## src/rtl/vtm_irq_pkg.sv

```systemverilog
// Shared types and field positions for the video timing interrupt controller.
// Assumes a 4-bit status vector: bit0 timing, bit1 sync loss, bit2 tracking, bit3 geometry.
package vtm_irq_pkg;
    typedef enum logic [1:0] {
        SRC_VSYNC = 2'd0,
        SRC_LINE  = 2'd1,
        SRC_TICK  = 2'd2,
        SRC_NONE  = 2'd3
    } tsrc_e;

    localparam int NUM_STAT  = 4;
    localparam int ST_TIMING = 0;
    localparam int ST_SYNC   = 1;
    localparam int ST_TRACK  = 2;
    localparam int ST_GEOM   = 3;

    localparam logic [1:0] A_CTRL = 2'd0;
    localparam logic [1:0] A_LINE = 2'd1;
    localparam logic [1:0] A_DIV  = 2'd2;
    localparam logic [1:0] A_THR  = 2'd3;

    localparam int C_EN_LSB = 2;
    localparam int C_POL    = 6;
endpackage

```

## src/rtl/vtm_vsync_edge.sv

```systemverilog
// Brings the asynchronous vertical sync into the clock domain with two flops
// and gives a one-cycle pulse on each rising edge. Assumes vsync is low in reset.
module vtm_vsync_edge (
    input  logic clk,
    input  logic rst_n,
    input  logic vsync_in,
    output logic rise
);
    logic s1, s2, s3;

    // synchronizer chain plus history flop for edge detection
    always_ff @(posedge clk) begin
        if (!rst_n) begin
            s1 <= 1'b0;
            s2 <= 1'b0;
            s3 <= 1'b0;
        end else begin
            s1 <= vsync_in;
            s2 <= s1;
            s3 <= s2;
        end
    end

    assign rise = s2 & ~s3;


    single_pulse_chk: assert property (@(posedge clk) disable iff (!rst_n)
        rise |=> !rise);
endmodule

```

## src/rtl/vtm_line_match.sv

```systemverilog
// Counts panel lines since the last frame start and flags the line whose
// tick brings the count to the target. frame_start wins over a same-cycle tick.
module vtm_line_match #(
    parameter int LINE_W = 12
) (
    input  logic              clk,
    input  logic              rst_n,
    input  logic              frame_start,
    input  logic              line_tick,
    input  logic [LINE_W-1:0] target,
    output logic              hit
);
    logic [LINE_W-1:0] cnt;
    logic [LINE_W-1:0] cnt_nxt;

    assign cnt_nxt = cnt + 1'b1;
    assign hit     = line_tick && !frame_start && (cnt_nxt == target);

    // line counter: cleared at frame start, advanced by each line tick
    always_ff @(posedge clk) begin
        if (!rst_n)           cnt <= '0;
        else if (frame_start) cnt <= '0;
        else if (line_tick)   cnt <= cnt_nxt;
    end


    frame_clear_chk: assert property (@(posedge clk) disable iff (!rst_n)
        frame_start |=> (cnt == '0));
endmodule

```

## src/rtl/vtm_tick_gen.sv

```systemverilog
// Prescaler giving a one-cycle tick every div clocks; div = 0 stops ticks.
// Assumes software sets div to the clock rate times 10 ms.
module vtm_tick_gen #(
    parameter int DIV_W = 24
) (
    input  logic             clk,
    input  logic             rst_n,
    input  logic [DIV_W-1:0] div,
    output logic             tick
);
    logic [DIV_W-1:0] cnt;

    assign tick = (div != '0) && (cnt >= div - 1'b1);

    // free-running divide counter, wraps on each tick
    always_ff @(posedge clk) begin
        if (!rst_n)    cnt <= '0;
        else if (tick) cnt <= '0;
        else           cnt <= cnt + 1'b1;
    end


    cnt_bound_chk: assert property (@(posedge clk) disable iff (!rst_n)
        (div != '0) |=> (cnt < $past(div)));
endmodule

```

## src/rtl/vtm_irq_ctrl.sv

```systemverilog
// Video timing interrupt controller: config registers, source select, sticky
// status with read-to-clear, enable masking and output polarity.
// Assumes detector inputs are synchronous single-cycle pulses.
module vtm_irq_ctrl
    import vtm_irq_pkg::*;
#(
    parameter int LINE_W = 12,
    parameter int DIV_W  = 24,
    parameter int THR_W  = 8,
    parameter int DATA_W = 32
) (
    input  logic                clk,
    input  logic                rst_n,
    input  logic                wr_en,
    input  logic [1:0]          wr_addr,
    input  logic [DATA_W-1:0]   wr_data,
    input  logic                stat_rd,
    output logic [NUM_STAT-1:0] stat_o,
    input  logic                vsync_in,
    input  logic                frame_start,
    input  logic                line_tick,
    input  logic                sync_lost,
    input  logic                track_err,
    input  logic                geom_chg,
    output logic [THR_W-1:0]    thr_track,
    output logic [THR_W-1:0]    thr_geom,
    output logic                irq_o
);
    tsrc_e               src_sel;
    logic [NUM_STAT-1:0] en_mask;
    logic                pol_hi;
    logic [LINE_W-1:0]   line_target;
    logic [DIV_W-1:0]    div_val;
    logic [2*THR_W-1:0]  thr_reg;

    logic                vs_rise, line_hit, tick;
    logic                tevt;
    logic [NUM_STAT-1:0] evt;
    logic [NUM_STAT-1:0] status;
    logic                irq_q;

    // configuration register writes
    always_ff @(posedge clk) begin
        if (!rst_n) begin
            src_sel     <= SRC_VSYNC;
            en_mask     <= '0;
            pol_hi      <= 1'b0;
            line_target <= '0;
            div_val     <= '0;
            thr_reg     <= '0;
        end else if (wr_en) begin
            case (wr_addr)
                A_CTRL: begin
                    src_sel <= tsrc_e'(wr_data[1:0]);
                    en_mask <= wr_data[C_EN_LSB +: NUM_STAT];
                    pol_hi  <= wr_data[C_POL];
                end
                A_LINE:  line_target <= wr_data[LINE_W-1:0];
                A_DIV:   div_val     <= wr_data[DIV_W-1:0];
                default: thr_reg     <= wr_data[2*THR_W-1:0];
            endcase
        end
    end

    assign thr_track = thr_reg[THR_W-1:0];
    assign thr_geom  = thr_reg[2*THR_W-1:THR_W];

    vtm_vsync_edge u_vs (
        .clk(clk), .rst_n(rst_n), .vsync_in(vsync_in), .rise(vs_rise)
    );

    vtm_line_match #(.LINE_W(LINE_W)) u_line (
        .clk(clk), .rst_n(rst_n), .frame_start(frame_start),
        .line_tick(line_tick), .target(line_target), .hit(line_hit)
    );

    vtm_tick_gen #(.DIV_W(DIV_W)) u_tick (
        .clk(clk), .rst_n(rst_n), .div(div_val), .tick(tick)
    );

    // pick the single periodic timing source
    always_comb begin
        case (src_sel)
            SRC_VSYNC: tevt = vs_rise;
            SRC_LINE:  tevt = line_hit;
            SRC_TICK:  tevt = tick;
            default:   tevt = 1'b0;
        endcase
    end

    assign evt = {geom_chg, track_err, sync_lost, tevt};

    // sticky status: a read clears what was set, same-cycle events survive
    always_ff @(posedge clk) begin
        if (!rst_n)       status <= '0;
        else if (stat_rd) status <= evt;
        else              status <= status | evt;
    end

    // interrupt state, forced inactive for the cycle after a read
    always_ff @(posedge clk) begin
        if (!rst_n)       irq_q <= 1'b0;
        else if (stat_rd) irq_q <= 1'b0;
        else              irq_q <= |(status & en_mask);
    end

    assign stat_o = status;
    assign irq_o  = pol_hi ? irq_q : ~irq_q;


    sticky_hold_chk: assert property (@(posedge clk) disable iff (!rst_n)
        !stat_rd |=> ((status & $past(status)) == $past(status)));


    read_clear_chk: assert property (@(posedge clk) disable iff (!rst_n)
        (stat_rd && (evt == '0)) |=> (status == '0));


    irq_follow_chk: assert property (@(posedge clk) disable iff (!rst_n)
        (!stat_rd && |(status & en_mask)) |=> irq_q);


    irq_masked_chk: assert property (@(posedge clk) disable iff (!rst_n)
        !(|(status & en_mask)) |=> !irq_q);


    read_gap_chk: assert property (@(posedge clk) disable iff (!rst_n)
        stat_rd |=> !irq_q);
endmodule

```

## config.mk

```make
export PLATFORM = sky130hd
export DESIGN_NAME = vtm_irq_ctrl
export DESIGN_NICKNAME = d
export VERILOG_FILES = /design/src/rtl/vtm_irq_pkg.sv /design/src/rtl/vtm_vsync_edge.sv /design/src/rtl/vtm_line_match.sv /design/src/rtl/vtm_tick_gen.sv /design/src/rtl/vtm_irq_ctrl.sv
export SDC_FILE = /design/constraint.sdc
export NUM_CORES = 1
export LEC_CHECK = 0
export BUFFER_PORTS_ARGS = -buffer_cell sky130_fd_sc_hd__buf_4
export CAP_MARGIN = 20
export CORE_MARGIN = 2
export CORE_UTILIZATION = 53
export DETAILED_ROUTE_END_ITERATION = 12
export PLACE_DENSITY = 0.77
export SYNTH_ARGS = -nofsm -noshare
export SYNTH_HDL_FRONTEND = slang
export SYNTH_HIERARCHICAL = 1
export SYNTH_SLANG_ARGS = --single-unit
```

## constraint.sdc

```tcl
create_clock -name clk -period 3.1 [get_ports clk]
set_input_delay 0.31 -clock clk [delete_from_list [all_inputs] [get_ports clk]]
set_output_delay 0.31 -clock clk [all_outputs]
set_load 0.1 [all_outputs]
```

==> flow_summary.yaml <==
status:
  run_status: "finished with violations"
  violations: "negative setup slack"
critical_path:
  timing.critical_path.arrival_ns: 3.54
  critPathTopFamily: "simple AND/OR/NAND/NOR gates"
  cp-startpoint: "div_val[10]$_SDFFE_PN0P_"
  worstPathRequired_ns: 3.34
  worst-r2r-cell-count: 14
  critical_path_class: "reg -> reg"
  cp-start-kind: "register"
  path_max_fanout: 3
  crit_buf_inv: 0
  worst_path_most_repeated_cell: "sky130_fd_sc_hd__nor3_1"
  setup.worst_path.end_class: "register"
  reg2reg_to: "stat_o[0]$_SDFF_PN0_"
  path_cells: "or4_4, nor3_4, nand3_4, nor3_1, xnor2_1, ha_1, nand4_1, nor2_1, a22o_1, nor3_1, o21ai_0, and2_2, nand4b_1, o311ai_0"
  reg2reg_setup_slack_ns: -0.20
  timing.critical_path.slowest_cell_delay_ns: 0.56
  critical-path-slowest-cell: "sky130_fd_sc_hd__or4_4"
  reg2reg_from: "div_val[10]$_SDFFE_PN0P_"
synthesis:
  synth-async-reset-ratio_pct: 0
  synthesis.area_per_instance_sq_um: 9.27
  post_synth_inst_count: 593
  synthesis.nets: 665
  yosysTopAreaCell: "sky130_fd_sc_hd__dfxtp_1"
  synth_edf_count: 0
  synth.cell_area_sq_um: 5500
  synthesis.yosys.warnings: 6
  seq_area_frac_synth_pct: 37.5
  area_share_of_the_leading_cell_type_in_the_synthesized_netlist_pct: 37.5
  yosysUniqueCellTypes: 62
  dominantRegCellSynth: "sky130_fd_sc_hd__dfxtp_1"
  synth_top_cells_by_area: "sky130_fd_sc_hd__dfxtp_1 (38%), sky130_fd_sc_hd__mux2i_1 (11%), sky130_fd_sc_hd__nand2_1 (7.1%)"
  synth.ff_latch_count: 103
die:
  die_h_microns: 106
  die_area_sq_um: 11200
  die_w_microns: 106
  pin_count: 65
  core.rowCount: 37
  placeableCoreArea_sq_um: 10200
  initial_core_util_pct: 54.0
detailed_routing:
  drt-vias-per-instance: 5.40
  drt_pass1_iterations: 4
  ant_nets: 0
  routed_wirelength_microns: 12200
  drt_iter0_markers: 169
  routed-via-count: 4351
  remaining_drc_errors: 0
  wl_per_cell_microns: 15.1
global_route:
  first_global_vias: 4266
  global_route.peak_usage_layer: "met2"
  grt_antenna_before_repair: 0
  grt_util_all_layers_pct: 22.2
  met2_usage_pct: 36.6
  grt_ovf: 0
  grt_max_degree: 75
  grt_pass1_wl_microns: 20000
  global_route.usage.met1_pct: 29.6
  gr-usage-met3_pct: 3.71
hold_path:
  worst_hold_path.endpoint: "stat_o[3]$_SDFF_PN0_"
  worstHoldStart: "geom_chg"
  worstHoldPathCells: 2
  min-delay-path-class: "in -> reg"
power_and_ir_drop:
  leakagePower_uw: 0.00273
  ir_drop_uv: 258
  power_per_cell_area_nw_per_um2: 444
run:
  max_cap_violations: 0
cells_and_area:
  stdcell_count: 805
  syn2layout_area_growth_pct: 17.1
  layout.nets: 736
  drive_gt1_share_pct: 22.9
  n_antenna_cell: 0
  finalInstanceArea_sq_um: 6440
  mostFrequentLayoutCells: "sky130_fd_sc_hd__nand2_1 (103), sky130_fd_sc_hd__dfxtp_1 (103), sky130_fd_sc_hd__buf_4 (84)"
clock_network:
  cts.sink_count: 103
  cts-root-to-sink-buffers: 2
  cts.htree.levels: 3
  cts.clk_slew.worst_paths_ns: 0.13
  tritoncts.num_buffers: 9
  post_cts_hold_fix_bufs: 0
  clock_tree.root_cell: "sky130_fd_sc_hd__clkbuf_8"
  worst_skew_pair.late_latency_ns: 0.38
  cts_tree: "done"
placement:
  gp_congestion: 0.885
  dpl-instance-area_sq_um: 6130
  port_buffers: 56
  numPlacedInstances: 787
  detailedPlacementHpwl_microns: 8960
  place_worst_setup_slack_ns: -0.180
timing:
  slew_headroom_pct: 49.7
  finalSetupViolations: 25
  finalCritPeriodShare_pct: 106
  finalWorstSetupSlack_ns: -0.200
  setup_repair_after_global_routing_missed_its_margin: "true"
  final-hold-violation-count: 0
  max_freq_mhz: 303
  finalMaxSlewViolations: 0
  finalCriticalPeriod_ns: 3.30
  worst_clk_skew_ns: 0.0177
  actual_transition_at_the_worst_max_transition_pin_ns: 0.754
-- logic make-up after synthesis --
family          synth area share (%)
xor+xnor                        11.6
simple gates                    24.7
compound gates                  4.62
flops                           37.5
buf+inv                         3.87
mux                             11.3
fa+ha+maj                       6.37
-- worst register-to-register path, cell delays in order, from the launching register on --
cell and delay, ns:
sky130_fd_sc_hd__dfxtp_1 0.33, sky130_fd_sc_hd__or4_4 0.56, sky130_fd_sc_hd__nor3_4 0.26, sky130_fd_sc_hd__nand3_4 0.13, sky130_fd_sc_hd__nor3_1 0.26, sky130_fd_sc_hd__xnor2_1 0.17, sky130_fd_sc_hd__ha_1 0.27, sky130_fd_sc_hd__nand4_1 0.17
sky130_fd_sc_hd__nor2_1 0.07, sky130_fd_sc_hd__a22o_1 0.23, sky130_fd_sc_hd__nor3_1 0.17, sky130_fd_sc_hd__o21ai_0 0.12, sky130_fd_sc_hd__and2_2 0.23, sky130_fd_sc_hd__nand4b_1 0.08, sky130_fd_sc_hd__o311ai_0 0.13
-- area by class of cell --
| class | count | area, sq um |
|---|---|---|
| Clock inverter | 7 | 88.8 |
| Clock buffer | 9 | 124 |
| Sequential cell | 103 | 2060 |
| Fill cell | 839 | 3750 |
| Inverter | 10 | 37.5 |
| Timing Repair Buffer | 85 | 651 |
| Multi-Input combinational cell | 455 | 3310 |
| Tap cell | 136 | 170 |
-- layer usage --
metal / wire length (microns) / vias up / part of all wire [%]
met2: 5700 / 97 / 47
met4: 213 / 0 / 1.8
met3: 559 / 18 / 4.6
met1: 5700 / 2059 / 47
li1: - / 2177 / -
met5: 0 / - / 0
-- cells in the mapped netlist (all sizes together) (2+ instances only) --
library cell,instances
nand2,105
and3,3
or3b,2
a22oi,2
nor2b,8
or3,5
o211ai,3
ha,28
nor2,52
dfxtp,103
xor2,32
o21a,3
buf,18
a211oi,2
nand3b,2
mux2i,62
nor4,8
clkbuf,7
nand3,21
and2,4
o21ai,8
or4,4
nand2b,2
xnor2,40
nand4,17
nor3,12
inv,10
and4,6
a21oi,10
-- power by group --
part	switching [uW]	internal, uW
registers	31.2	1360
clock network	549	334
logic	339	246
-- through the flow --
stage	power, uW	hold WS, ns	util [%]	TNS [ns]
final	2860	0.132	63.2	-2.76
after global routing	2980	0.123	63.2	-6.04
after CTS	2850	0.125	62.7	-2.62
after detailed placement	1970	0.429	60.2	-3.98
after global placement	1950	0.422	60.2	-0.908
after floorplan	1810	0.388	-	0
-- what timing repair did --
item / CTS / global route
setup endpoints to repair: 25 / 25
resized for setup: 5 / 8
pin swaps: 0 / 4
setup buffers: 1 / 1
-- worst max path at each step --
stage                     cells past startpoint                         to  slack, ns
after detailed placement                     13  u_tick/cnt[18]$_SDFF_PP0_      -0.18
after global placement                       13  u_tick/cnt[19]$_SDFF_PP0_      -0.05
after CTS                                    13  u_tick/cnt[18]$_SDFF_PP0_      -0.12
after floorplan                              13   u_tick/cnt[8]$_SDFF_PP0_       0.06
final                                        14       stat_o[0]$_SDFF_PN0_      -0.20
after global routing                         14       stat_o[0]$_SDFF_PN0_      -0.35
No activity file was read; power rests on OpenSTA's default activity.
